`config.mk`:
```
export PLATFORM = sky130hd
export DESIGN_NAME = line_latch_polctl
export DESIGN_NICKNAME = d
export VERILOG_FILES = /design/src/rtl/llp_pkg.sv /design/src/rtl/llp_strobe_seq.sv /design/src/rtl/llp_line_store.sv /design/src/rtl/llp_pol_setup.sv /design/src/rtl/llp_col_decode.sv /design/src/rtl/line_latch_polctl.sv
export SDC_FILE = /design/constraint.sdc
export NUM_CORES = 1
export LEC_CHECK = 0
export BUFFER_PORTS_ARGS = -buffer_cell sky130_fd_sc_hd__buf_2
export CORE_ASPECT_RATIO = 0.75
export CORE_UTILIZATION = 46
export CTS_BUF_LIST = sky130_fd_sc_hd__clkbuf_2
export DETAILED_ROUTE_END_ITERATION = 8
export PLACE_DENSITY_LB_ADDON = 0.2
export SETUP_SLACK_MARGIN = 0.02
export SYNTH_ARGS = -nofsm -noshare
export SYNTH_HDL_FRONTEND = slang
export SYNTH_SLANG_ARGS = --single-unit
```
`constraint.sdc`:
```
create_clock -name clk -period 5.45 [get_ports clk]
set_input_delay 0 -clock clk [delete_from_list [all_inputs] [get_ports clk]]
set_output_delay 0 -clock clk [all_outputs]
set_load 0.02 [all_outputs]
```
`src/rtl/llp_pkg.sv`:
```
package llp_pkg;
  localparam int SEG_W = 2;

  typedef enum logic {
    GRP_UPPER = 1'b0,
    GRP_LOWER = 1'b1
  } grp_e;

  function automatic grp_e pick_group(input logic pol_cap, input logic col_is_odd_idx);
    return grp_e'(pol_cap ^ col_is_odd_idx);
  endfunction
endpackage

```
`src/rtl/llp_strobe_seq.sv`:
```
module llp_strobe_seq (
  input  logic clk,
  input  logic rst,
  input  logic strobe,
  output logic rise,
  output logic fall,
  output logic out_en
);
  logic stb_q;

  assign rise = strobe & ~stb_q;
  assign fall = ~strobe & stb_q;

  always_ff @(posedge clk) begin
    if (rst) begin
      stb_q  <= 1'b0;
      out_en <= 1'b0;
    end else begin
      stb_q <= strobe;
      if (strobe)    out_en <= 1'b0;
      else if (fall) out_en <= 1'b1;
    end
  end
endmodule

```
`src/rtl/llp_line_store.sv`:
```
module llp_line_store #(
  parameter int NCOL   = 8,
  parameter int CODE_W = 6,
  localparam int LW    = NCOL * CODE_W
) (
  input  logic          clk,
  input  logic          rst,
  input  logic          capture,
  input  logic [LW-1:0] line_in,
  input  logic          pol,
  output logic [LW-1:0] line_q,
  output logic          pol_q
);
  always_ff @(posedge clk) begin
    if (rst) begin
      line_q <= '0;
      pol_q  <= 1'b0;
    end else if (capture) begin
      line_q <= line_in;
      pol_q  <= pol;
    end
  end
endmodule

```
`src/rtl/llp_pol_setup.sv`:
```
module llp_pol_setup #(
  parameter int SETUP_CYC = 2,
  localparam int CW = $clog2(SETUP_CYC + 1)
) (
  input  logic clk,
  input  logic rst,
  input  logic pol,
  input  logic rise,
  output logic viol
);
  logic          pol_prev;
  logic [CW-1:0] streak;
  logic          moved;
  logic          short_hold;

  assign moved      = (pol != pol_prev);
  assign short_hold = moved || (streak < CW'(SETUP_CYC));

  always_ff @(posedge clk) begin
    if (rst) begin
      pol_prev <= 1'b0;
      streak   <= CW'(SETUP_CYC);
      viol     <= 1'b0;
    end else begin
      pol_prev <= pol;
      if (moved)                        streak <= CW'(1);
      else if (streak < CW'(SETUP_CYC)) streak <= streak + CW'(1);
      if (rise && short_hold)           viol <= 1'b1;
    end
  end
endmodule

```
`src/rtl/llp_col_decode.sv`:
```
module llp_col_decode
  import llp_pkg::*;
#(
  parameter int CODE_W  = 6,
  parameter int COL_IDX = 0,
  localparam int OFF_W  = CODE_W - SEG_W,
  localparam int TAP_W  = OFF_W + 1,
  localparam int FULL   = 1 << OFF_W
) (
  input  logic              clk,
  input  logic              rst,
  input  logic              load,
  input  logic [CODE_W-1:0] code_i,
  input  logic              pol_i,
  output logic [CODE_W-1:0] code_o,
  output logic              lower_o,
  output logic [SEG_W-1:0]  seg_o,
  output logic [TAP_W-1:0]  tap_o
);
  localparam logic ODD_IDX = (COL_IDX % 2) == 1;

  grp_e             grp_n;
  logic [SEG_W-1:0] seg_n;
  logic [TAP_W-1:0] off_n, span_n, tap_n;

  always_comb begin
    grp_n  = pick_group(pol_i, ODD_IDX);
    seg_n  = code_i[CODE_W-1 -: SEG_W];
    off_n  = {1'b0, code_i[OFF_W-1:0]};
    span_n = (seg_n == '1) ? TAP_W'(FULL - 1) : TAP_W'(FULL);
    tap_n  = (grp_n == GRP_LOWER) ? (span_n - off_n) : off_n;
  end

  always_ff @(posedge clk) begin
    if (rst) begin
      code_o  <= '0;
      lower_o <= 1'b0;
      seg_o   <= '0;
      tap_o   <= '0;
    end else if (load) begin
      code_o  <= code_i;
      lower_o <= (grp_n == GRP_LOWER);
      seg_o   <= seg_n;
      tap_o   <= tap_n;
    end
  end
endmodule

```
`src/rtl/line_latch_polctl.sv`:
```
module line_latch_polctl
  import llp_pkg::*;
#(
  parameter int NCOL      = 8,
  parameter int CODE_W    = 6,
  parameter int SETUP_CYC = 2,
  localparam int LW       = NCOL * CODE_W,
  localparam int TAP_W    = CODE_W - SEG_W + 1
) (
  input  logic                  clk,
  input  logic                  rst,
  input  logic                  strobe,
  input  logic                  pol,
  input  logic [LW-1:0]         line_in,
  output logic                  out_en,
  output logic [LW-1:0]         code_out,
  output logic [NCOL-1:0]       grp_lower,
  output logic [NCOL*SEG_W-1:0] seg_idx,
  output logic [NCOL*TAP_W-1:0] tap_off,
  output logic                  setup_viol
);
  logic          rise, fall, pol_cap;
  logic [LW-1:0] line_q;

  llp_strobe_seq u_seq (
    .clk(clk), .rst(rst), .strobe(strobe),
    .rise(rise), .fall(fall), .out_en(out_en)
  );

  llp_line_store #(.NCOL(NCOL), .CODE_W(CODE_W)) u_store (
    .clk(clk), .rst(rst), .capture(rise), .line_in(line_in), .pol(pol),
    .line_q(line_q), .pol_q(pol_cap)
  );

  llp_pol_setup #(.SETUP_CYC(SETUP_CYC)) u_setup (
    .clk(clk), .rst(rst), .pol(pol), .rise(rise), .viol(setup_viol)
  );

  for (genvar j = 0; j < NCOL; j++) begin : g_col
    llp_col_decode #(.CODE_W(CODE_W), .COL_IDX(j)) u_dec (
      .clk(clk), .rst(rst), .load(fall),
      .code_i(line_q[j*CODE_W +: CODE_W]), .pol_i(pol_cap),
      .code_o(code_out[j*CODE_W +: CODE_W]), .lower_o(grp_lower[j]),
      .seg_o(seg_idx[j*SEG_W +: SEG_W]), .tap_o(tap_off[j*TAP_W +: TAP_W])
    );
  end
endmodule

```
==> results of run 1 <==
area by class of cell:
cell class,count,area share
repair buffers,250,0.197
inverters,30,0.0133
well taps,195,0.0288
clock buffers,18,0.0106
multi-input cells,581,0.391
flip-flops and latches,145,0.343
clock inverters,14,0.0165
per-layer routing:
metal / up-vias / track usage / part of all wire
met5: - / 0 / 0
met4: 0 / 0.0630 / 0.011
met3: 14 / 0.0563 / 0.052
met2: 150 / 0.369 / 0.44
met1: 2934 / 0.332 / 0.50
li1: 3206 / - / -
metrics by stage:
step | cell area, um^2 | instances
4_1_cts | 8480 | 1233
3_3_place_gp | 7430 | 1120
5_1_grt | 8480 | 1233
2_1_floorplan | 6740 | 841
3_5_place_dp | 7430 | 1120
6_report | 8480 | 1233
cell usage after synthesis, types with 4 or more instances:
cell type	instances	area, um^2
xnor2_1	16	140
dfxtp_1	145	2900
and2_1	5	31.3
ha_1	24	300
o32ai_1	4	35.0
o21a_1	5	37.5
or3_1	7	43.8
o31ai_1	9	67.6
and3b_1	11	96.3
and3_1	5	31.3
buf_4	24	180
a21oi_1	119	596
mux2i_1	12	120
nand2_1	230	863
nor4b_1	6	52.6
nor2_1	22	82.6
buf_2	16	80.1
a31oi_1	7	43.8
a211oi_1	11	82.6
clkbuf_1	34	128
nand4b_1	4	35.0
inv_1	30	113
nor3_1	9	45.0
nor2b_1	4	25.0
buf_1	11	41.3
o211ai_1	8	60.1
a22o_1	8	70.1
nand2b_1	4	25.0
o21ai_0	16	80.1
nor3b_1	5	37.5
tightest hold or removal path, stage by stage:
cell,delay (ps)
dlygate4sd3_1,530
buf_2,120
nand2_1,50
a21oi_1,50
report_power, final:
part	total, mW	switching [mW]	internal, mW
combinational	0.330	0.181	0.149
clock	0.614	0.404	0.210
sequential	1.14	0.0405	1.10
sequential cells by signal (all words and copies together) (netlist names):
register             flops
u_store.line_q          48
g_col.u_dec.tap_o       40
g_col.u_dec.code_o      32
g_col.u_dec.seg_o       16
g_col.u_dec.lower_o      2
u_setup.streak           2
u_seq.out_en             1
u_seq.stb_q              1
u_setup.pol_prev         1
u_setup.viol             1
u_store.pol_q            1
kinds of logic (layout without fill, tap and decap cells):
group	count (synthesis)	count (layout)
flip-flops	145	145
multiplexers	12	12
AND/OR/NAND/NOR	323	323
AO/OA/AOI/OAI	204	204
XOR/XNOR	18	18
adder cells (fa/ha/maj)	24	24
buffers and inverters	115	312
final timing paths:
path | slack (ps) | endpoint | start
max | 2970 | u_store.line_q[5] | u_seq.stb_q
min reg2reg | 460 | g_col[7].u_dec.code_o[3] | g_col[7].u_dec.code_o[3]
min | 70 | u_store.line_q[36] | line_in[36]
max reg2reg | 2970 | u_store.line_q[5] | u_seq.stb_q
==> run_results.csv, run 1 <==
group,metric,value,unit
setup_path,crit_family,"simple AND/OR/NAND/NOR gates",
grt,grt_first_pass_wirelength,28600,um
setup_path,crit_arrival,3130,ps
layout,area.growth.synth_to_final,25.8,%
synthesis,synth_cells,841,
clock_tree,tritoncts.num_buffers,17,
sta,finalSetupViolations,0,
sta,timing.final.max_slew_violations,0,
detailed_routing,dr_total_vias,6304,
clock_tree,clock_latency,700,ps
synthesis,netlist-cell-type-count,50,
floorplanning,effective_utilization_at_floorplan,0.482,
clock_tree,clkTransAtPathRegs,220,ps
floorplanning,core_region_area,14000,um^2
setup_path,critPathMaxStageDelay,1020,ps
layout,drive_gt1_frac,0.201,
sta,sum_neg_setup_slack,0,ps
detailed_routing,firstDrtPassIters,5,
sta,hold-worst-slack,65.9,ps
setup_path,r2r_cells,4,
sta,timing.max_slew.rel_slack,0.183,
pwr,powerDensity,246,nW/um^2
synthesis,postSynthNetCount,917,
placement,port_buffers,165,
grt,maximum_number_of_pins_on_one_net_before_global_route_repair,101,
setup_path,critical-path-slowest-cell,"nand2b_2",
grt,number_of_global_route_vias_before_repair,5771,
layout,layout.area.seq,2900,um^2
layout,postLayoutCoreUtil,0.606,
floorplanning,boundaryPins,166,
detailed_routing,route.detailed.wl_per_inst,14.2,um
sta,final.setup.worst_slack,2970,ps
synthesis,synth.yosys.seq_area_share,0.431,
synthesis,synth_compound_gate_area_share,0.187,
sta,tightestPinTransition,1230,ps
synthesis,main_combinational_cell_family_by_area_after_synthesis,"simple AND/OR/NAND/NOR gates",
layout,mostFrequentLayoutCell,"nand2_1",
clock_tree,cts_root_buf,"clkbuf_2",
clock_tree,cts_setup_buffers,0,
synthesis,number_of_enable_flip_flop_cells_after_synthesis,0,
grt,antenna_found_initial,0,
setup_path,worst-endpoint-required,6100,ps
floorplanning,die_w,142,um
placement,dp_hpwl,10500,um
clock_tree,clk_path_buf_depth,2,
setup_path,worst_setup_path_class,"flop to flop",
clock_tree,cts.sinks,145,
synthesis,yosys.area_share.xor_xnor,0.0234,
synthesis,synth_mux_area_frac,0.0178,
clock_tree,ctsHoldBuffers,81,
sta,post_route_clock_period_utilization,0.455,
placement,routabilityCongestion,0.822,
floorplanning,chipHeight,107,um
sta,fmax,403,MHz
outcome,run_status,"finished clean",
placement,place_ws,3120,ps
grt,overflow,0,
job,max_cap_violations,0,
min_path,min_path_type,"input port to flop",
synthesis,post_synth_and_or_nand_nor_area_fraction,0.216,
synthesis,synthAdderAreaFrac,0.0446,
sta,post-route-min-period,2480,ps
clock_tree,cts_tree,"done",
pwr,ir_worst_vdd,0.169,mV
setup_path,timing.critical_path.cells,"nand2b_2 -> nand2_1 -> a21oi_1 -> dlygate4sd3_1",
synthesis,synth_area_per_cell,8.01,um^2
synthesis,ys_ff_latch,145,
setup_path,buffers_and_inverters_on_the_worst_path,1,
detailed_routing,postRouteAntennaNets,0,
layout,multiInputGateArea,3320,um^2
setup_path,critical_path_depth,4,
floorplanning,die_area,15100,um^2
pwr,cellLeakagePower,3.58,nW
synthesis,syn_area,6740,um^2
sta,report.final.hold_viol_count,0,
pwr,power,2.09,mW
detailed_routing,avg_vias_per_cell,5.11,
sta,clock-skew-final,40.2,ps
synthesis,synth_top_flop_cell,"dfxtp_1",
floorplanning,num_rows,37,
sta,rsz0062_at_grt,"false",
detailed_routing,post-route-drc-count,0,
min_path,hold_depth,4,
setup_path,worstPathMaxFanout,50,
detailed_routing,finalWirelength,17500,um
layout,layout_common_cells,"nand2_1 (230), buf_2 (164), dfxtp_1 (144)",
setup_path,critical_path.startpoint_type,"flop",
synthesis,synth_warnings,0,
layout,num-fill-cells,1321,
layout,antenna-diode-count,0,
clock_tree,cts_resized,0,
clock_tree,cts.htree.levels,4,
setup_path,endpoint_kind,"flop",
detailed_routing,initialDrtViolationCount,339,
synthesis,asyncSetResetFlopFracSynth,0,
layout,final_net_count,1101,
grt,groute.usage.overall,0.238,
Note: power is estimated with default switching activity, not from simulation.
==> run 2, diff against run 1 <==
==> constraint.sdc (replaced) <==
create_clock -name clk -period 2.4 [get_ports clk]
set_input_delay 0 -clock clk [delete_from_list [all_inputs] [get_ports clk]]
set_output_delay 0 -clock clk [all_outputs]
set_load 0.02 [all_outputs]
==> run 2 against run 1 <==
Net effect: combinational power rose to 2.7 times the previous value; critical endpoint is now u_store.line_q[17]; sequential power is 130% higher; worst hold slack improved by 92 ps; core utilization up 7.7 points; via count is 8.5% higher; non-clock buffer count is 107 higher; sequential share of layout area shrank 3.9 points; setup slack worse by 2900 ps; critical path depth increased by 2; first-iteration DRC count down 2.4%; flip-flop and latch count unchanged.
==> run_results.csv, run 2 (synthesized netlist as in run 1, its figures left out) <==
group,metric,value,unit
grt,groute.usage.overall,0.265,
layout,mostFrequentLayoutCell,"nand2_1",
floorplanning,chipHeight,107,um
clock_tree,clk_path_buf_depth,2,
outcome,run_status,"finished clean",
clock_tree,clock_latency,720,ps
clock_tree,cts_setup_buffers,0,
clock_tree,cts_tree,"done",
layout,num-fill-cells,1210,
sta,sum_neg_setup_slack,0,ps
grt,gr-usage-met2,0.431,
sta,tightestPinTransition,659,ps
grt,overflow,0,
grt,grtUsageMet3,0.0616,
layout,final_design_area_no_fill,9560,um^2
floorplanning,core_region_area,14000,um^2
detailed_routing,post-route-drc-count,0,
setup_path,worst_setup_path_class,"flop to flop",
sta,fmax,438,MHz
grt,gr-max-usage-layer,"met2",
sta,post_route_clock_period_utilization,0.952,
sta,finalSetupViolations,0,
setup_path,worstPathMaxFanout,28,
placement,routabilityCongestion,0.889,
layout,layout_common_cells,"nand2_1 (230), dlygate4sd3_1 (176), buf_2 (164)",
placement,dp_hpwl,11500,um
detailed_routing,avg_vias_per_cell,5.11,
layout,multiInputGateArea,3320,um^2
detailed_routing,dr_total_vias,6839,
placement,port_buffers,165,
layout,area.growth.synth_to_final,41.9,%
setup_path,endpoint_kind,"flop",
clock_tree,cts.htree.levels,4,
clock_tree,tritoncts.num_buffers,17,
detailed_routing,postRouteAntennaNets,0,
grt,grt_first_pass_wirelength,31500,um
detailed_routing,firstDrtPassIters,5,
layout,antenna-diode-count,0,
grt,antenna_found_initial,0,
sta,rsz0062_at_grt,"false",
layout,largest_register_ffs,48,
setup_path,critical_path.startpoint_type,"flop",
sta,timing.max_slew.rel_slack,0.559,
pwr,cellLeakagePower,4.07,nW
layout,largest_registers,"u_store.line_q x48, g_col.u_dec.tap_o x40, g_col.u_dec.code_o x32",
detailed_routing,initialDrtViolationCount,331,
floorplanning,die_w,142,um
sta,report.final.hold_viol_count,0,
grt,use_met1,0.342,
clock_tree,cts_root_buf,"clkbuf_2",
detailed_routing,finalWirelength,19500,um
sta,post-route-min-period,2290,ps
clock_tree,cts.sinks,145,
min_path,hold_depth,3,
placement,placement.cell_area,7550,um^2
grt,maximum_number_of_pins_on_one_net_before_global_route_repair,42,
pwr,powerDensity,516,nW/um^2
setup_path,r2r_cells,6,
floorplanning,num_rows,37,
layout,drive_gt1_frac,0.191,
job,max_cap_violations,0,
floorplanning,die_area,15100,um^2
sta,timing.final.max_slew_violations,0,
layout,registers.top_by_ff_count,"u_store.line_q",
layout,final_net_count,1208,
clock_tree,clkTransAtPathRegs,220,ps
min_path,min_path_type,"input port to flop",
pwr,ir_worst_vdd,0.356,mV
sta,clock-skew-final,41.3,ps
setup_path,crit_arrival,2940,ps
floorplanning,boundaryPins,166,
grt,number_of_global_route_vias_before_repair,6536,
detailed_routing,route.detailed.wl_per_inst,14.5,um
setup_path,worst-endpoint-required,3050,ps
layout,layout.area.seq,2910,um^2
floorplanning,effective_utilization_at_floorplan,0.482,
run 2: changes by cell type in the layout (fill, tap and decap cells not counted), moves of 2 or more:
cell and change:
buf_4 +8, inv_6 -2, clkinv_4 -2, dlygate4sd3_1 +95
clkinv_1 +2, buf_12 +2
run 2: timing repair:
action                                  in CTS  in global routing
endpoints found under the hold margin      145                  0
endpoints found under the setup margin       0                 35
gates resized for setup                      0                  4
hold buffers                               176                  0
run 2: metal layers:
layer | vias up | routed length (um) | share of wire
met1 | 3150 | 8870 | 0.46
met3 | 30 | 1260 | 0.064
met5 | - | 0 | 0
met4 | 0 | 326 | 0.017
li1 | 3426 | - | -
met2 | 233 | 9010 | 0.46
run 2: area by class of cell:
class	count	share of cell area
clock inverters	14	0.0154
multi-input cells	581	0.347
repair buffers	357	0.287
well taps	195	0.0255
inverters	30	0.0118
flip-flops and latches	145	0.304
clock buffers	17	0.00890
run 2: final timing paths:
kind / end / start / slack (ps)
worst max-delay path: u_store.line_q[17] / u_seq.stb_q / 110
worst max register to register: u_store.line_q[17] / u_seq.stb_q / 110
worst min-delay path: u_setup.pol_prev / pol / 160
worst min register to register: g_col[0].u_dec.tap_o[0] / g_col[0].u_dec.tap_o[0] / 460
run 2: metrics by stage:
stage	util	total power, mW	instances	hold WS, ps	setup WS, ps
finish	0.684	4.93	1339	158	114
CTS	0.683	4.92	1339	68.5	68.2
global route	0.684	5.17	1339	61.3	61.8
detailed placement	0.540	3.30	1132	246	409
global placement	0.540	3.30	1132	246	456
floorplan	-	3.09	841	128	562
run 2: where the power goes:
group	total [mW]	internal, mW	switching [mW]
Clock	1.43	0.552	0.879
Combinational	0.895	0.458	0.437
Sequential	2.60	2.50	0.0999
run 2: worst max-delay path, cell delays in order, from the launching register on:
cell and delay (ps):
dfxtp_2 420, nor2b_4 150, buf_8 230, nand2_1 100, dlygate4sd3_1 580, a21oi_1 150
dlygate4sd3_1 580
==> run 3, diff against run 2 <==
--- a/config.mk
+++ b/config.mk
@@ -10,8 +10,11 @@
 export CORE_UTILIZATION = 46
 export CTS_BUF_LIST = sky130_fd_sc_hd__clkbuf_2
 export DETAILED_ROUTE_END_ITERATION = 8
+export HOLD_SLACK_MARGIN = 0.03
+export MAX_ROUTING_LAYER = met4
 export PLACE_DENSITY_LB_ADDON = 0.2
 export SETUP_SLACK_MARGIN = 0.02
 export SYNTH_ARGS = -nofsm -noshare
 export SYNTH_HDL_FRONTEND = slang
+export SYNTH_HIERARCHICAL = 1
 export SYNTH_SLANG_ARGS = --single-unit
==> run 3 against run 2 <==
Net effect: clock skew shrank 2.6 ps; synthesized area grew 5.7%; clock power is essentially flat; non-clock buffer count shrank 40; combinational power grew 5.0%; global-route usage shrank 3.1 points; final cell count shrank 7.5%; clock-buffer cell count grew 2.
==> run_results.csv, run 3 <==
group,metric,value,unit
outcome,run_status,"finished clean",
layout,mostFrequentLayoutCell,"buf_2",
synthesis,main_combinational_cell_family_by_area_after_synthesis,"simple AND/OR/NAND/NOR gates",
floorplanning,num_rows,38,
placement,routabilityCongestion,0.836,
clock_tree,cts.sinks,151,
sta,timing.final.max_slew_violations,0,
synthesis,yosys.cell_count.top_type,"dfxtp_1",
setup_path,worstPathMaxFanout,20,
synthesis,netlist-cell-type-count,42,
detailed_routing,postRouteAntennaNets,0,
detailed_routing,avg_vias_per_cell,4.95,
setup_path,crit_arrival,2800,ps
detailed_routing,finalWirelength,17400,um
clock_tree,cts_root_buf,"clkbuf_2",
grt,antenna_found_initial,0,
layout,multiInputGateArea,3640,um^2
synthesis,synthAdderAreaFrac,0.0422,
floorplanning,chipHeight,110,um
grt,groute.usage.overall,0.233,
sta,timing.max_slew.rel_slack,0.690,
clock_tree,tritoncts.num_buffers,17,
grt,grt_first_pass_wirelength,28900,um
sta,clock-skew-final,38.7,ps
detailed_routing,post-route-drc-count,0,
detailed_routing,initialDrtViolationCount,230,
setup_path,r2r_start,"u_seq/stb_q",
sta,fmax,459,MHz
synthesis,post_synth_main_area_contributors,"dfxtp_1 (42%), mux2i_1 (16%), nor2_1 (7.1%)",
synthesis,synth_mux_area_frac,0.165,
setup_path,worst-endpoint-required,3020,ps
synthesis,synth_cells,750,
layout,postLayoutCoreUtil,0.654,
synthesis,postSynthNetCount,826,
synthesis,synth_top_cell_by_area,"dfxtp_1",
clock_tree,clock_latency,720,ps
sta,post_route_clock_period_utilization,0.909,
synthesis,asyncSetResetFlopFracSynth,0,
layout,area.growth.synth_to_final,35.9,%
floorplanning,core_region_area,14800,um^2
detailed_routing,route.detailed.wl_per_inst,14.0,um
setup_path,critical_path.startpoint_type,"flop",
pwr,powerDensity,528,nW/um^2
synthesis,synth.top_cells.by_count,"dfxtp_1 (151), nor2_1 (135), mux2i_1 (117)",
clock_tree,cts_resized,0,
clock_tree,clk_path_buf_depth,2,
placement,post-place-cells,1064,
detailed_routing,dr_total_vias,6136,
setup_path,endpoint_kind,"flop",
grt,number_of_global_route_vias_before_repair,5744,
floorplanning,boundaryPins,166,
sta,rsz0062_at_grt,"false",
layout,num-fill-cells,1258,
synthesis,synth_top_flop_cell,"dfxtp_1",
sta,finalSetupViolations,0,
grt,maximum_number_of_pins_on_one_net_before_global_route_repair,71,
synthesis,post_synth_and_or_nand_nor_area_fraction,0.170,
sta,sum_neg_setup_slack,0,ps
detailed_routing,firstDrtPassIters,4,
sta,tightestPinTransition,465,ps
synthesis,synth_warnings,6,
clock_tree,cts_tree,"done",
layout,largest_registers,"g_col.u_dec/code_o x48, u_store/line_q x48, g_col.u_dec/tap_o x40",
grt,overflow,0,
layout,antenna-diode-count,0,
synthesis,ys_ff_latch,151,
synthesis,yosys.area_share.xor_xnor,0.0320,
synthesis,synth.yosys.seq_area_share,0.425,
synthesis,number_of_enable_flip_flop_cells_after_synthesis,0,
placement,port_buffers,165,
pwr,cellLeakagePower,4.30,nW
synthesis,synth_area_per_cell,9.49,um^2
synthesis,synth_compound_gate_area_share,0.101,
layout,finish.cell_count_without_fillers,1239,
clock_tree,cts.htree.levels,4,
setup_path,worst_setup_path_class,"flop to flop",
layout,layout_common_cells,"buf_2 (164), dfxtp_1 (150), dlygate4sd3_1 (144)",
clock_tree,clkTransAtPathRegs,210,ps
layout,drive_gt1_frac,0.226,
min_path,min_path_type,"input port to flop",
synthesis,synth_largest_type_area_fraction,0.425,
floorplanning,effective_utilization_at_floorplan,0.481,
job,max_cap_violations,0,
layout,final_net_count,1103,
placement,dp_hpwl,10200,um
setup_path,critical_path.startpoint,"u_seq/stb_q",
sta,report.final.hold_viol_count,0,
pwr,ir_worst_vdd,0.326,mV
layout,layout.area.seq,3020,um^2
sta,post-route-min-period,2180,ps
synthesis,syn_area,7120,um^2
floorplanning,die_area,16000,um^2
min_path,worstHoldStart,"line_in[25]",
floorplanning,die_w,146,um
run 3: critical path, cell delays in order (launching register included):
cell and delay (ps):
dfxtp_1 360, and2b_4 530, buf_4 300, mux2i_1 240
nor2_1 70, dlygate4sd3_1 600
run 3: final timing paths:
check                           endpoint  cells after the start  slack (ps)
hold reg to reg   g_col[1].u_dec/lower_o                      2         490
setup reg to reg       u_store/line_q[4]                      5         220
hold / removal        u_store/line_q[25]                      4         120
setup / recovery       u_store/line_q[4]                      5         220
run 3: per-stage QoR:
stage / instance area [um^2] / setup slack, ps / hold slack, ps / total power, mW
6_report: 9670 / 219 / 121 / 5.11
2_1_floorplan: 7120 / 710 / 69.1 / 3.30
4_1_cts: 9670 / 299 / 50.1 / 5.15
5_1_grt: 9670 / 170 / 39.0 / 5.39
3_5_place_dp: 8000 / 539 / 240 / 3.51
3_3_place_gp: 8000 / 583 / 236 / 3.50
run 3: cells by family (layout without fill, tap and decap cells):
logic type	after synthesis	count (layout)
simple gates	241	241
fa+ha+maj	24	24
flops	151	151
buf+inv	92	381
compound gates	99	99
mux	117	117
xor+xnor	26	26
run 3: routing by layer:
metal | up-vias | wire [um] | GRT usage
met1 | 2826 | 8470 | 0.301
li1 | 3160 | - | -
met4 | 0 | 209 | 0.0737
met2 | 130 | 8010 | 0.365
met3 | 20 | 703 | 0.0527
met5 | - | 0 | -
run 3: power by group:
part	switching, mW	internal (mW)	leakage [nW]
registers	0.105	2.61	1.23
clock network	0.889	0.564	0.141
logic	0.447	0.493	2.93
run 3: area by class of cell:
type	count	area share
clock buffer	19	0.00983
sequential	151	0.313
tap	200	0.0259
multi-input combinational	507	0.376
timing repair buffer	317	0.249
clock inverter	12	0.0140
inverter	33	0.0128
run 3: repair_timing:
item / CTS / global route
hold buffers: 144 / 0
endpoints found under the hold margin: 151 / 0
setup buffers: 0 / 0
